### config.mk
export PLATFORM = sky130hd
export DESIGN_NAME = vec_irq_ctrl
export DESIGN_NICKNAME = d
export VERILOG_FILES = /design/src/rtl/vec_irq_pkg.sv /design/src/rtl/irq_arbiter.sv /design/src/rtl/irq_ctlreg.sv /design/src/rtl/irq_ackgen.sv /design/src/rtl/vec_irq_ctrl.sv
export SDC_FILE = /design/constraint.sdc
export NUM_CORES = 1
export LEC_CHECK = 0
export ABC_AREA = 1
export BUFFER_PORTS_ARGS = -buffer_cell sky130_fd_sc_hd__buf_4
export CORE_MARGIN = 4
export CORE_UTILIZATION = 49
export CTS_CLUSTER_DIAMETER = 30
export DETAILED_ROUTE_END_ITERATION = 8
export GPL_TIMING_DRIVEN = 0
export HOLD_SLACK_MARGIN = 0.15
export PLACE_DENSITY = 0.83
export SLEW_MARGIN = 20
export SYNTH_ARGS = -nofsm -noshare
export SYNTH_HDL_FRONTEND = slang
export SYNTH_HIERARCHICAL = 1
export SYNTH_SLANG_ARGS = --single-unit
export TNS_END_PERCENT = 20
### constraint.sdc
create_clock -name clk -period 3.2 [get_ports clk]
set_input_delay 0.16 -clock clk [delete_from_list [all_inputs] [get_ports clk]]
set_output_delay 0.16 -clock clk [all_outputs]
set_load 0.02 [all_outputs]
### src/rtl/vec_irq_pkg.sv
package vec_irq_pkg;

  // bit position of the master enable
  function automatic int gie_pos();
    return 0;
  endfunction

  // bit position of enable for source idx
  function automatic int en_pos(int idx);
    return 1 + idx;
  endfunction

  // bit position of pending flag for source idx among nsrc sources
  function automatic int fl_pos(int idx, int nsrc);
    return 1 + nsrc + idx;
  endfunction

  // entry address of source idx
  function automatic logic [7:0] vec_of(int idx, int base, int step);
    return 8'(base + step * idx);
  endfunction

endpackage

### src/rtl/irq_arbiter.sv
module irq_arbiter #(
  parameter int NSRC     = 2,
  parameter int VW       = 8,
  parameter int VEC_BASE = 4,
  parameter int VEC_STEP = 4
) (
  input  logic [NSRC-1:0] req_en,
  input  logic            gie,
  input  logic            boundary,
  input  logic            stack_full,
  output logic            take,
  output logic [NSRC-1:0] win_oh,
  output logic [VW-1:0]   win_vec
);
  import vec_irq_pkg::*;

  logic [NSRC:0] seen;

  // lower index has priority; seen[i] marks a higher-priority request
  assign seen[0] = 1'b0;

  for (genvar i = 0; i < NSRC; i++) begin : g_pri
    assign win_oh[i]  = req_en[i] & ~seen[i];
    assign seen[i+1]  = seen[i] | req_en[i];
  end

  always_comb begin
    win_vec = '0;
    for (int i = 0; i < NSRC; i++) begin
      if (win_oh[i]) win_vec = VW'(vec_of(i, VEC_BASE, VEC_STEP));
    end
  end

  assign take = boundary & gie & ~stack_full & seen[NSRC];
endmodule

### src/rtl/irq_ctlreg.sv
module irq_ctlreg #(
  parameter int NSRC = 2,
  parameter int DW   = 8
) (
  input  logic            clk,
  input  logic            rst_n,
  input  logic            wr_en,
  input  logic [DW-1:0]   wr_data,
  input  logic [NSRC-1:0] evt,
  input  logic            take,
  input  logic [NSRC-1:0] win_oh,
  input  logic            reti,
  output logic [DW-1:0]   ctl_q,
  output logic            gie,
  output logic [NSRC-1:0] req_en
);
  import vec_irq_pkg::*;

  localparam int USED = 1 + 2 * NSRC;
  localparam logic [DW-1:0] MASK = DW'((1 << USED) - 1);

  logic [DW-1:0] cur_q, nxt;

  always_comb begin
    nxt = wr_en ? (wr_data & MASK) : cur_q;
    if (take) begin
      nxt[gie_pos()] = 1'b0;
      for (int i = 0; i < NSRC; i++)
        if (win_oh[i]) nxt[fl_pos(i, NSRC)] = 1'b0;
    end else if (reti) begin
      nxt[gie_pos()] = 1'b1;
    end
    // new events win over any clear in the same cycle
    for (int i = 0; i < NSRC; i++)
      if (evt[i]) nxt[fl_pos(i, NSRC)] = 1'b1;
  end

  always_ff @(posedge clk or negedge rst_n) begin
    if (!rst_n) cur_q <= '0;
    else        cur_q <= nxt;
  end

  assign ctl_q = cur_q;
  assign gie   = cur_q[gie_pos()];

  for (genvar i = 0; i < NSRC; i++) begin : g_req
    assign req_en[i] = cur_q[en_pos(i)] & cur_q[fl_pos(i, NSRC)];
  end
endmodule

### src/rtl/irq_ackgen.sv
module irq_ackgen #(
  parameter int VW = 8
) (
  input  logic          clk,
  input  logic          rst_n,
  input  logic          take,
  input  logic [VW-1:0] win_vec,
  output logic          ack,
  output logic [VW-1:0] ack_vec
);
  always_ff @(posedge clk or negedge rst_n) begin
    if (!rst_n) begin
      ack     <= 1'b0;
      ack_vec <= '0;
    end else begin
      ack <= take;
      if (take) ack_vec <= win_vec;
    end
  end
endmodule

### src/rtl/vec_irq_ctrl.sv
module vec_irq_ctrl #(
  parameter int NSRC     = 2,
  parameter int DW       = 8,
  parameter int VW       = 8,
  parameter int VEC_BASE = 4,
  parameter int VEC_STEP = 4
) (
  input  logic          clk,
  input  logic          rst_n,
  input  logic          wr_en,
  input  logic [DW-1:0] wr_data,
  output logic [DW-1:0] ctl_q,
  input  logic          ext_evt,
  input  logic          tmr_evt,
  input  logic          boundary,
  input  logic          stack_full,
  input  logic          reti,
  output logic          ack,
  output logic [VW-1:0] ack_vec
);
  logic [NSRC-1:0] evt;
  logic [NSRC-1:0] req_en;
  logic [NSRC-1:0] win_oh;
  logic [VW-1:0]   win_vec;
  logic            gie;
  logic            take;

  assign evt = NSRC'({tmr_evt, ext_evt});

  irq_ctlreg #(.NSRC(NSRC), .DW(DW)) u_reg (
    .clk(clk), .rst_n(rst_n), .wr_en(wr_en), .wr_data(wr_data),
    .evt(evt), .take(take), .win_oh(win_oh), .reti(reti),
    .ctl_q(ctl_q), .gie(gie), .req_en(req_en)
  );

  irq_arbiter #(.NSRC(NSRC), .VW(VW), .VEC_BASE(VEC_BASE), .VEC_STEP(VEC_STEP)) u_arb (
    .req_en(req_en), .gie(gie), .boundary(boundary), .stack_full(stack_full),
    .take(take), .win_oh(win_oh), .win_vec(win_vec)
  );

  irq_ackgen #(.VW(VW)) u_ack (
    .clk(clk), .rst_n(rst_n), .take(take), .win_vec(win_vec),
    .ack(ack), .ack_vec(ack_vec)
  );
endmodule

== Word-level counts from Yosys, hierarchy flattened ==
Cells that the tools add are included.
Storage, ports and cells
  output and inout port bits: 17
  bits in registers: 14
  input port bits: 16
  word-level logic and storage cells: 25
Operators by class
  mux-type cells: 10
  reduce and logical (&&, ||, !) cells: 1
  bitwise gates (word level): 9
Operators with widths (count)
  $mux 8: 1
  $and 1x1->1: 6
  $mux 1: 6
  $mux 5: 1
  $mux 3: 1
  $reduce_bool 3->1: 1
  $mux 2: 1
  $not 1->1: 2
  $or 1x1->1: 1

== Depth between registers and ports, before layout ==
Gate-level depths: netlist (run 1).
  depth after elaboration: 6
  gate-level depth with buffers: 8
  mapped depth without buffers: 7

== By module ==
The synthesis (run 1) kept the hierarchy.
By module, submodules not included
  irq_ackgen: area an instance 330.3 um^2, seq. area each 225.2 um^2, cells an instance 35, instances 1
  irq_ctlreg: area an instance 294.0 um^2, seq. area each 125.1 um^2, cells an instance 45, instances 1
  irq_arbiter: area an instance 91.3 um^2, seq. area each 0.0 um^2, cells an instance 16, instances 1

== Worst setup path after synthesis (run 1) ==
OpenSTA, ideal clock, no wires.
  path kind: register to register
  from: register u_reg.cur_q[1] (netlist: u_reg/ctl_q[1])
  to: register u_ack.ack_vec[0]
  path slack: 1.885 ns
  data required time: 3.083 ns
  path buffers: 1
  clock period less this slack: 1.315 ns
  cell stages (with the launch flop): 9
  library setup time: 0.117 ns
  arrival: 1.198 ns
  path through: dfrtp_1 > nand2_1 > inv_1 > nor2_1 > nor2_1 > buf_6 > inv_2 > nand2_1 > nand2_1
On the way
  elaborated cells between the ends (all ways): 6
  those cells by class: 1 x mux; 5 x bitwise
RTL lines
  start: declaration: RTL line irq_ctlreg.sv:22  | logic [DW-1:0] cur_q, nxt;
  start signal: assignment: RTL line irq_ctlreg.sv:40  | else cur_q <= nxt;
  $and 1x1->1: RTL line irq_ctlreg.sv:47  | assign req_en[i] = cur_q[en_pos(i)] & cur_q[fl_pos(i, NSRC)];
  via req_en[0]: RTL line vec_irq_ctrl.sv:22  | logic [NSRC-1:0] req_en;
  $or 1x1->1: RTL line irq_arbiter.sv:24  | assign seen[i+1] = seen[i] | req_en[i];
  $and 1x1->1: RTL line irq_arbiter.sv:34  | assign take = boundary & gie & ~stack_full & seen[NSRC];
  via take: RTL line vec_irq_ctrl.sv:26  | logic take;
  end signal: assignment: RTL line irq_ackgen.sv:17  | if (take) ack_vec <= win_vec;
  end: declaration: RTL line irq_ackgen.sv:9  | output logic [VW-1:0] ack_vec
The timed path passes the listed nets, and every way through them passes these cells.
A chain may end at the register's enable or synchronous reset.

== Worst setup path in the final report (run 1) ==
Ends and elaborated chain as after synthesis.

==> flow_metrics.env, run 1 <==
export IMPL_rr_worst_depth=8
export IMPL_maxSlewViolCount=0
export IMPL_via_count=640
export IMPL_ys_seq_area_frac=0.490
export IMPL_die_area_um2=2140
export IMPL_synth_avg_cell_area_um2=7.46
export IMPL_drc=0
export IMPL_yosysWarnings=6
export IMPL_maxCapViolCount=0
export IMPL_met3_length_um=89
export IMPL_grt_overflow=0
export IMPL_post_cts_resized=0
export IMPL_holdPathStages=3
export IMPL_numCtsBuffers=3
export IMPL_final_cell_mix="nand2_1, buf_4, dfrtp_1"
export IMPL_path_max_fanout=9
export IMPL_route_met2_wl_um=767
export IMPL_max_vdd_ir_drop_mv=0.367
export IMPL_timing_final_crit_share=0.422
export IMPL_io_pins=33
export IMPL_cpMostUsedCell="nand2_1"
export IMPL_whs_endpoint="u_reg/ctl_q[2]$_DFFE_PN0P_"
export IMPL_fin_crit_ns=1.35
export IMPL_timing_rr_start="u_reg/ctl_q[1]$_DFFE_PN0P_"
export IMPL_finalClockSkew_ns=0.00211
export IMPL_synth_area_um2=716
export IMPL_grt_pass1_wl_um=2420
export IMPL_antenna_cells=0
export IMPL_grt_max_degree=15
export IMPL_ys_types=10
export IMPL_ctsHoldBuffers=7
export IMPL_setup_viol=0
export IMPL_die_w_um=46.2
export IMPL_grt_usage=0.157
export IMPL_r2r_end="u_ack/ack_vec[0]$_DFFE_PN0P_"
export IMPL_final_net_count=157
export IMPL_slowest_stage="dfrtp_1"
export IMPL_first_pass_iters=4
export IMPL_initial_utilization=0.537
export IMPL_rrSetupSlack_ns=1.85
export IMPL_fillers=103
export IMPL_gp_congestion=0.760
export IMPL_dpl_hpwl_um=1050
export IMPL_hold_viol=0
export IMPL_port_buffers=26
export IMPL_endpoint_kind="flip-flop"
export IMPL_finalSetupTns_ns=0
export IMPL_m1WireLength_um=555
export IMPL_clk_insertion_delay_late_ns=0.27
export IMPL_crit_chain="nand2_1, inv_1, nor2_1, nor2_1, buf_6, inv_2, nand2_1, nand2_1"
export IMPL_drt_total_wl_um=1410
export IMPL_required_ns=3.37
export IMPL_cpPeakStageDelay_ns=0.38
export IMPL_grt_pass1_vias=602
export IMPL_highest_layer="met3"
export IMPL_area_growth_pct=48.4
export IMPL_start_kind="flip-flop"
export IMPL_hold_class="input port to flip-flop"
export IMPL_route_detailed_wl_per_inst_um=9.10
export IMPL_p_leak_nw=0.653
export IMPL_cts_buffer_depth=2
export IMPL_layout_drive_gt1_share=0.321
export IMPL_multi_input_area_um2=234
export IMPL_critical_path_arrival_ns=1.52
export IMPL_rsz0062_at_grt="no"
export IMPL_regArea_um2=350
export IMPL_holdWs_ns=0.150
export IMPL_clk_pin_slew_ns=0.09
export IMPL_drtAntennaViolNets=0
export IMPL_min_from="wr_en"
export IMPL_cts_tree="built"
export IMPL_viasPerCell=4.13
export IMPL_ys_ff_latch=14
export IMPL_criticalPathCategory="flip-flop to flip-flop"
export IMPL_core_area_um2=1330
export IMPL_final_common_cell="nand2_1"
export IMPL_drtIter0Drc=5
export IMPL_synthCells=96
export IMPL_cts_sinks=14
export IMPL_row_count=13
export IMPL_status="finished, final reports clean"
export IMPL_synth_top_cell_area_share=0.490
export IMPL_post_cts_buffers=0
export IMPL_fmax_ghz=0.741
export IMPL_powerDensity_nw_per_um2=506
export IMPL_cts_root_buffer="clkbuf_4"
export IMPL_antenna_found_initial=0
export IMPL_die_h_um=46.2
export IMPL_cts_htree_levels=1
export IMPL_ys_top_cells_by_area="dfrtp_1, nand2_1, buf_4"
export IMPL_synth_top_area_cell="dfrtp_1"
==> critical path, delay by kind of cell (launching register included) <==
| kind | cells | cell delay, ns |
|---|---|---|
| buf+inv | 3 | 0.37 |
| flops | 1 | 0.38 |
| simple gates | 5 | 0.49 |
==> sequential cells by signal (all words and copies together) (netlist names) <==
signal,cells
u_reg/ctl_q,5
u_ack/ack,1
u_ack/ack_vec,8
==> worst max-delay path by stage <==
stage | startpoint | end | slack [ns]
after floorplan | u_reg/ctl_q[1]$_DFFE_PN0P_ | u_ack/ack_vec[0]$_DFFE_PN0P_ | 1.88
after CTS | u_reg/ctl_q[1]$_DFFE_PN0P_ | u_ack/ack_vec[4]$_DFFE_PN0P_ | 1.84
after global placement | u_reg/ctl_q[1]$_DFFE_PN0P_ | u_ack/ack_vec[5]$_DFFE_PN0P_ | 1.89
after detailed placement | u_reg/ctl_q[1]$_DFFE_PN0P_ | u_ack/ack_vec[3]$_DFFE_PN0P_ | 1.86
after global routing | u_reg/ctl_q[3]$_DFF_PN0_ | u_ack/ack_vec[6]$_DFFE_PN0P_ | 1.68
final | u_reg/ctl_q[1]$_DFFE_PN0P_ | u_ack/ack_vec[0]$_DFFE_PN0P_ | 1.85
==> logic make-up (layout without fill, tap and decap cells) <==
family | Yosys count | count (layout) | synth area share
buffers and inverters | 28 | 65 | 0.220
flip-flops | 14 | 14 | 0.490
other | 2 | 9 | 0.0105
AND/OR/NAND/NOR | 52 | 52 | 0.280
==> per-stage QoR <==
step	total power (W)	utilization	cells	cell area, um^2	worst slack (ns)
after floorplan	0.000330	-	103	742	1.88
after global placement	0.000405	0.717	144	956	1.89
after detailed placement	0.000409	0.717	144	956	1.86
after CTS	0.000541	0.796	155	1060	1.84
after global routing	0.000571	0.796	155	1060	1.68
final	0.000538	0.796	155	1060	1.85
==> synthesized netlist by cell type (all sizes together) <==
master  instances
dfrtp          14
buf            13
nand3           4
nor2            4
conb            2
nand2          44
clkbuf          1
inv            14
==> metal layers <==
metal	GRT usage	vias to the layer above
li1	-	343
met1	0.177	280
met2	0.283	17
met3	0.0391	0
met4	0.0511	0
met5	0	-
==> layout make-up <==
cell class                      count  area share
Tap cell                           15      0.0177
Buffer                             14      0.0989
Sequential cell                    14       0.330
Inverter                           14      0.0495
Multi-Input combinational cell     61       0.220
Clock buffer                        4      0.0342
Timing Repair Buffer               33       0.250
==> power breakdown <==
part           internal (W)  switching (W)  leakage (nW)  total (W)
logic             0.0000863      0.0000967         0.462   0.000183
clock network     0.0000691      0.0000570        0.0210   0.000126
registers          0.000210      0.0000186         0.170   0.000229
(Power assumes the default switching activity.)
==> run 2: changes to the inputs <==
--- a/config.mk
+++ b/config.mk
@@ -5,15 +5,15 @@
 export SDC_FILE = /design/constraint.sdc
 export NUM_CORES = 1
 export LEC_CHECK = 0
-export ABC_AREA = 1
+export ABC_AREA = 0
 export BUFFER_PORTS_ARGS = -buffer_cell sky130_fd_sc_hd__buf_4
 export CORE_MARGIN = 4
-export CORE_UTILIZATION = 49
+export CORE_UTILIZATION = 41
 export CTS_CLUSTER_DIAMETER = 30
 export DETAILED_ROUTE_END_ITERATION = 8
 export GPL_TIMING_DRIVEN = 0
 export HOLD_SLACK_MARGIN = 0.15
-export PLACE_DENSITY = 0.83
+export PLACE_DENSITY = 0.75
 export SLEW_MARGIN = 20
 export SYNTH_ARGS = -nofsm -noshare
 export SYNTH_HDL_FRONTEND = slang
==> constraint.sdc (replaced) <==
create_clock -name clk -period 1.1 [get_ports clk]
set_input_delay 0.055 -clock clk [delete_from_list [all_inputs] [get_ports clk]]
set_output_delay 0.055 -clock clk [all_outputs]
set_load 0.02 [all_outputs]
==> run 2 against run 1 <==
Compared with the run above: the run now ends with setup timing left; wire length rose by 14%; clock skew hardly changed; sequential power grew to 3.0 times the previous value.
==> flow_metrics.env, run 2 <==
export IMPL_status="finished, violations left"
export IMPL_violations="setup timing"
export IMPL_dpl_worst_slack_ns=-0.396
export IMPL_finalSetupTns_ns=-2.72
export IMPL_via_count=547
export IMPL_switching_share=0.304
export IMPL_synthCells=55
export IMPL_internal_power_w=0.00120
export IMPL_cts_buffer_depth=2
export IMPL_path_max_fanout=8
export IMPL_maxCapViolCount=0
export IMPL_dp_cells=104
export IMPL_clkPwrFrac=0.155
export IMPL_setup_worst_path_start="u_reg/ctl_q[3]$_DFF_PN0_"
export IMPL_antenna_cells=0
export IMPL_crit_chain="and2_4, nor2_2, nor3_4, buf_6, mux2_4"
export IMPL_cp_depth=5
export IMPL_timing_final_crit_share=1.25
export IMPL_final_net_count=128
export IMPL_critPathTopFamily="simple AND/OR/NAND/NOR gates"
export IMPL_first_pass_iters=2
export IMPL_synthArstFlopShare=1.00
export IMPL_p_leak_nw=0.604
export IMPL_final_util=0.744
export IMPL_slowest_stage="dfrtp_2"
export IMPL_ys_seq_area_frac=0.495
export IMPL_dpl_hpwl_um=982
export IMPL_drtAntennaViolNets=0
export IMPL_cts_htree_levels=1
export IMPL_synth_edf_count=0
export IMPL_setup_viol=12
export IMPL_gp_congestion=0.672
export IMPL_criticalPathCategory="flip-flop to flip-flop"
export IMPL_rrSetupSlack_ns=-0.28
export IMPL_port_buffers=26
export IMPL_comb_power_share=0.440
export IMPL_die_w_um=49.6
export IMPL_final_cell_mix="buf_4, dlygate4sd3_1, dfrtp_1"
export IMPL_synth_top_area_cell="dfrtp_1"
export IMPL_setup_slack_ns=-0.280
export IMPL_antenna_found_initial=0
export IMPL_crit_path_end="u_ack/ack_vec[2]$_DFFE_PN0P_"
export IMPL_grt_overflow=0
export IMPL_die_area_um2=2460
export IMPL_drt_total_wl_um=1600
export IMPL_largest_reg_flops=8
export IMPL_ys_types=16
export IMPL_grt_pass1_vias=628
export IMPL_fillers=112
export IMPL_fin_crit_ns=1.38
export IMPL_grt_max_degree=15
export IMPL_synthTopCellsByCount="dfrtp_1, buf_4, mux2_4"
export IMPL_row_count=14
export IMPL_finalClockSkew_ns=0.00249
export IMPL_route_detailed_wl_per_inst_um=12.7
export IMPL_ys_top_cells_by_area="dfrtp_1, mux2_4, buf_4"
export IMPL_drc=0
export IMPL_start_kind="flip-flop"
export IMPL_powerDensity_nw_per_um2=1470
export IMPL_fmax_ghz=0.725
export IMPL_cts_tree="built"
export IMPL_required_ns=1.25
export IMPL_r2r_end="u_ack/ack_vec[2]$_DFFE_PN0P_"
export IMPL_cts_root_buffer="clkbuf_4"
export IMPL_rr_worst_depth=5
export IMPL_grt_usage=0.147
export IMPL_initial_utilization=0.449
export IMPL_endpoint_kind="flip-flop"
export IMPL_yosysMostFrequentCell="dfrtp_1"
export IMPL_yosysWarnings=6
export IMPL_synth_top_flop_cell="dfrtp_1"
export IMPL_cpPeakStageDelay_ns=0.36
export IMPL_seqPwrFrac=0.405
export IMPL_timing_rr_start="u_reg/ctl_q[3]$_DFF_PN0_"
export IMPL_instances_no_fill=126
export IMPL_drtIter0Drc=1
export IMPL_switchingPower_w=0.000523
export IMPL_cts_sinks=14
export IMPL_regMostFlops="u_ack/ack_vec"
export IMPL_final_common_cell="buf_4"
export IMPL_layout_drive_gt1_share=0.664
export IMPL_maxSlewViolCount=0
export IMPL_core_area_um2=1580
export IMPL_synth_top_cell_area_share=0.495
export IMPL_synth_area_um2=708
export IMPL_multi_input_area_um2=292
export IMPL_crit_buf_inv=1
export IMPL_numCtsBuffers=3
export IMPL_synth_avg_cell_area_um2=12.9
export IMPL_hold_viol=0
export IMPL_critical_path_arrival_ns=1.53
export IMPL_hold_class="input port to async pin"
export IMPL_die_h_um=49.6
export IMPL_viasPerCell=4.34
export IMPL_regArea_um2=355
export IMPL_grt_pass1_wl_um=2750
export IMPL_rsz0062_at_grt="yes"
export IMPL_ys_ff_latch=14
export IMPL_clk_insertion_delay_late_ns=0.26
export IMPL_area_growth_pct=65.5
export IMPL_max_vdd_ir_drop_mv=0.918
export IMPL_io_pins=33
export IMPL_clk_pin_slew_ns=0.07
## run 2: cell types whose count changed in the layout (fill, tap and decap cells not counted), moves of 6 or more
cell     change
mux2_4       +8
inv_1       -11
nand2_1     -42
buf_4        +6
## run 2: cell type report
cell class | count | area share
Sequential cell | 14 | 0.303
Multi-Input combinational cell | 33 | 0.249
Timing Repair Buffer | 45 | 0.319
Clock buffer | 3 | 0.0192
Inverter | 1 | 0.00320
Buffer | 14 | 0.0896
Tap cell | 16 | 0.0171
## run 2: through the flow
stage	total power, W	hold slack [ns]	area [um^2]
final	0.00172	0.185	1170
after global routing	0.00185	0.176	1170
after CTS	0.00173	0.0820	1140
after detailed placement	0.00138	-0.0832	966
after global placement	0.00137	-0.0889	966
after floorplan	0.00111	-0.241	751
## run 2: power by group through the flow
| stage | Clock [W] | Sequential, W | Combinational (W) |
|---|---|---|---|
| CTS | 0.000293 | 0.000698 | 0.000742 |
| global route | 0.000316 | 0.000719 | 0.000811 |
| floorplan | 0 | 0.000840 | 0.000274 |
| detailed placement | 0 | 0.000705 | 0.000673 |
| finish | 0.000266 | 0.000696 | 0.000757 |
| global placement | 0 | 0.000705 | 0.000664 |
## run 2: how the worst min path moves through the flow
| stage | end | slack [ns] | depth (start not counted) |
|---|---|---|---|
| detailed placement | u_ack/ack_vec[2]$_DFFE_PN0P_ | -0.08 | 1 |
| CTS | u_ack/ack$_DFF_PN0_ | 0.08 | 3 |
| global route | u_ack/ack_vec[3]$_DFFE_PN0P_ | 0.18 | 2 |
| floorplan | u_ack/ack$_DFF_PN0_ | -0.24 | 0 |
| global placement | u_ack/ack_vec[2]$_DFFE_PN0P_ | -0.09 | 1 |
| finish | u_ack/ack_vec[3]$_DFFE_PN0P_ | 0.19 | 2 |
## run 2: per-layer routing
layer	GRT usage	routed length, um	part of all wire	up-vias
li1	-	-	-	270
met2	0.256	786	0.49	23
met1	0.170	698	0.44	254
met5	0	0	0	-
met4	0.0415	0	0	0
met3	0.0482	120	0.075	0
## run 2: cells by family (layout without fill, tap and decap cells)
logic type / Yosys count / in the layout / share of synthesized area
compound gates: 3 / 3 / 0.0283
buf+inv: 15 / 63 / 0.154
flops: 14 / 14 / 0.495
mux: 13 / 13 / 0.247
other cells: 2 / 9 / 0.0106
simple gates: 8 / 8 / 0.0654
## run 2: repair_timing
| item | 4_1_cts | 5_1_grt |
|---|---|---|
| setup endpoints to repair | 10 | 11 |
| hold buffers | 10 | 0 |
| setup buffers | 7 | 2 |
| gates resized for setup | 1 | 4 |
| gates cloned | 0 | 0 |
| hold endpoints to repair | 20 | 0 |
| pin swaps | 3 | 2 |
==> run 3: changes to the inputs <==
--- a/config.mk
+++ b/config.mk
@@ -13,7 +13,8 @@
 export DETAILED_ROUTE_END_ITERATION = 8
 export GPL_TIMING_DRIVEN = 0
 export HOLD_SLACK_MARGIN = 0.15
-export PLACE_DENSITY = 0.75
+export PLACE_DENSITY = 0.86
+export REMOVE_ABC_BUFFERS = 1
 export SLEW_MARGIN = 20
 export SYNTH_ARGS = -nofsm -noshare
 export SYNTH_HDL_FRONTEND = slang
==> run 3 against run 2 <==
Compared with the run above: non-clock buffer count decreased by 20; clock-buffer cell count unchanged; die area unchanged; via count decreased by 8.0%; hold slack got worse by 0.068 ns; the run still ends with setup timing left; final cell count decreased by 16%; combinational power decreased by 9.0%; critical path depth unchanged; setup slack got worse by 0.063 ns; first-iteration DRC count increased to 7.0 times the previous value; critical path type unchanged; fmax decreased by 4.4%; register-to-register slack got worse by 0.06 ns.
==> flow_metrics.env, run 3 (synthesized netlist as in run 2, its figures left out) <==
export IMPL_final_util=0.647
export IMPL_cts_root_buffer="clkbuf_4"
export IMPL_fin_crit_ns=1.44
export IMPL_via_count=503
export IMPL_cts_tree="built"
export IMPL_area_growth_pct=44.0
export IMPL_cts_sinks=14
export IMPL_antenna_cells=0
export IMPL_drtIter0Drc=7
export IMPL_finalClockSkew_ns=0.00146
export IMPL_grt_overflow=0
export IMPL_required_ns=1.25
export IMPL_route_detailed_wl_per_inst_um=15.6
export IMPL_grt_pass1_wl_um=2520
export IMPL_port_buffers=26
export IMPL_maxCapViolCount=0
export IMPL_grt_usage=0.137
export IMPL_die_w_um=49.6
export IMPL_hold_class="input port to flip-flop"
export IMPL_endpoint_kind="flip-flop"
export IMPL_dp_cells=90
export IMPL_hold_viol=0
export IMPL_timing_final_crit_share=1.31
export IMPL_maxSlewViolCount=0
export IMPL_final_common_cell="buf_4"
export IMPL_p_leak_nw=0.507
export IMPL_initial_utilization=0.449
export IMPL_largest_reg_flops=8
export IMPL_drc=0
export IMPL_drtAntennaViolNets=0
export IMPL_cts_htree_levels=1
export IMPL_core_area_um2=1580
export IMPL_cts_buffer_depth=2
export IMPL_final_net_count=108
export IMPL_fmax_ghz=0.693
export IMPL_setup_slack_ns=-0.343
export IMPL_instances_no_fill=106
export IMPL_io_pins=33
export IMPL_criticalPathCategory="flip-flop to flip-flop"
export IMPL_ctsHoldBuffers=10
export IMPL_fin_area_um2=1020
export IMPL_layout_drive_gt1_share=0.556
export IMPL_grt_pass1_vias=541
export IMPL_rsz0062_at_grt="yes"
export IMPL_start_kind="flip-flop"
export IMPL_antenna_found_initial=0
export IMPL_path_max_fanout=12
export IMPL_viasPerCell=4.75
export IMPL_rrSetupSlack_ns=-0.34
export IMPL_numCtsBuffers=3
export IMPL_critical_path_arrival_ns=1.59
export IMPL_die_h_um=49.6
export IMPL_status="finished, violations left"
export IMPL_max_vdd_ir_drop_mv=0.820
export IMPL_drt_total_wl_um=1660
export IMPL_clk_insertion_delay_late_ns=0.26
export IMPL_setup_viol=11
export IMPL_regMostFlops="u_ack/ack_vec"
export IMPL_row_count=14
export IMPL_holdWs_ns=0.117
export IMPL_clk_pin_slew_ns=0.07
export IMPL_gp_congestion=0.678
export IMPL_first_pass_iters=4
export IMPL_grt_max_degree=15
export IMPL_die_area_um2=2460
export IMPL_dpl_worst_slack_ns=-0.908
export IMPL_fillers=103
export IMPL_powerDensity_nw_per_um2=1630
export IMPL_final_cell_mix="buf_4, dfrtp_1, dlygate4sd3_1"
export IMPL_place_area_um2=845
export IMPL_violations="setup timing"
[run 3: changes by cell type in the layout (fill, tap and decap cells not counted), moves of 4 or more]
cell	change
buf_4	-16
buf_6	-4
dfrtp_2	-4
dfrtp_1	+4
[run 3: path summary, 6_finish.rpt]
| kind | from | to | cells after the start |
|---|---|---|---|
| max reg2reg | u_reg/ctl_q[1]$_DFFE_PN0P_ | u_ack/ack_vec[3]$_DFFE_PN0P_ | 5 |
| max | u_reg/ctl_q[1]$_DFFE_PN0P_ | u_ack/ack_vec[3]$_DFFE_PN0P_ | 5 |
| min | stack_full | u_ack/ack$_DFF_PN0_ | 3 |
| min reg2reg | u_ack/ack_vec[4]$_DFFE_PN0P_ | u_ack/ack_vec[4]$_DFFE_PN0P_ | 1 |
| min in group asynchronous | rst_n | u_ack/ack_vec[2]$_DFFE_PN0P_ | 2 |
| max in group asynchronous | rst_n | u_ack/ack_vec[5]$_DFFE_PN0P_ | 2 |
[run 3: critical path: stages, from the launching register on]
cell	delay (ns)
dfrtp_1	0.39
and2_4	0.19
nor2_2	0.05
nor3_4	0.22
buf_12	0.18
mux2_4	0.31
[run 3: per-layer routing]
layer	vias up	wire length (um)	part of all wire	GRT usage
met1	250	732	0.44	0.163
met4	0	0	0	0.0553
met2	26	823	0.50	0.233
met5	-	0	0	0
li1	227	-	-	-
met3	0	100	0.060	0.0331
[run 3: where the power goes]
group	switching (W)	total, W	leakage [nW]	internal [W]
Clock	0.000138	0.000264	0.0138	0.000126
Sequential	0.0000761	0.000706	0.164	0.000630
Combinational	0.000312	0.000689	0.330	0.000377
[run 3: metrics by stage]
step | TNS (ns) | total power, W
detailed placement | -10.25 | 0.00132
finish | -3.26 | 0.00166
global route | -4.01 | 0.00175
floorplan | -8.23 | 0.00105
global placement | -9.36 | 0.00130
CTS | -2.69 | 0.00164
[run 3: area by class of cell]
cell class / count / area [um^2] / share of cell area
Tap cell: 16 / 20.0 / 0.0196
Multi-Input combinational cell: 33 / 293 / 0.287
Timing Repair Buffer: 39 / 330 / 0.324
Sequential cell: 14 / 350 / 0.344
Clock buffer: 3 / 22.5 / 0.0221
Inverter: 1 / 3.75 / 0.00368
[run 3: what timing repair did]
action,CTS,global route
cloned,0,0
resized for setup,3,2
setup endpoints to repair,12,12
endpoints found under the hold margin,20,1
pin swaps,1,0
buffers inserted,1,2
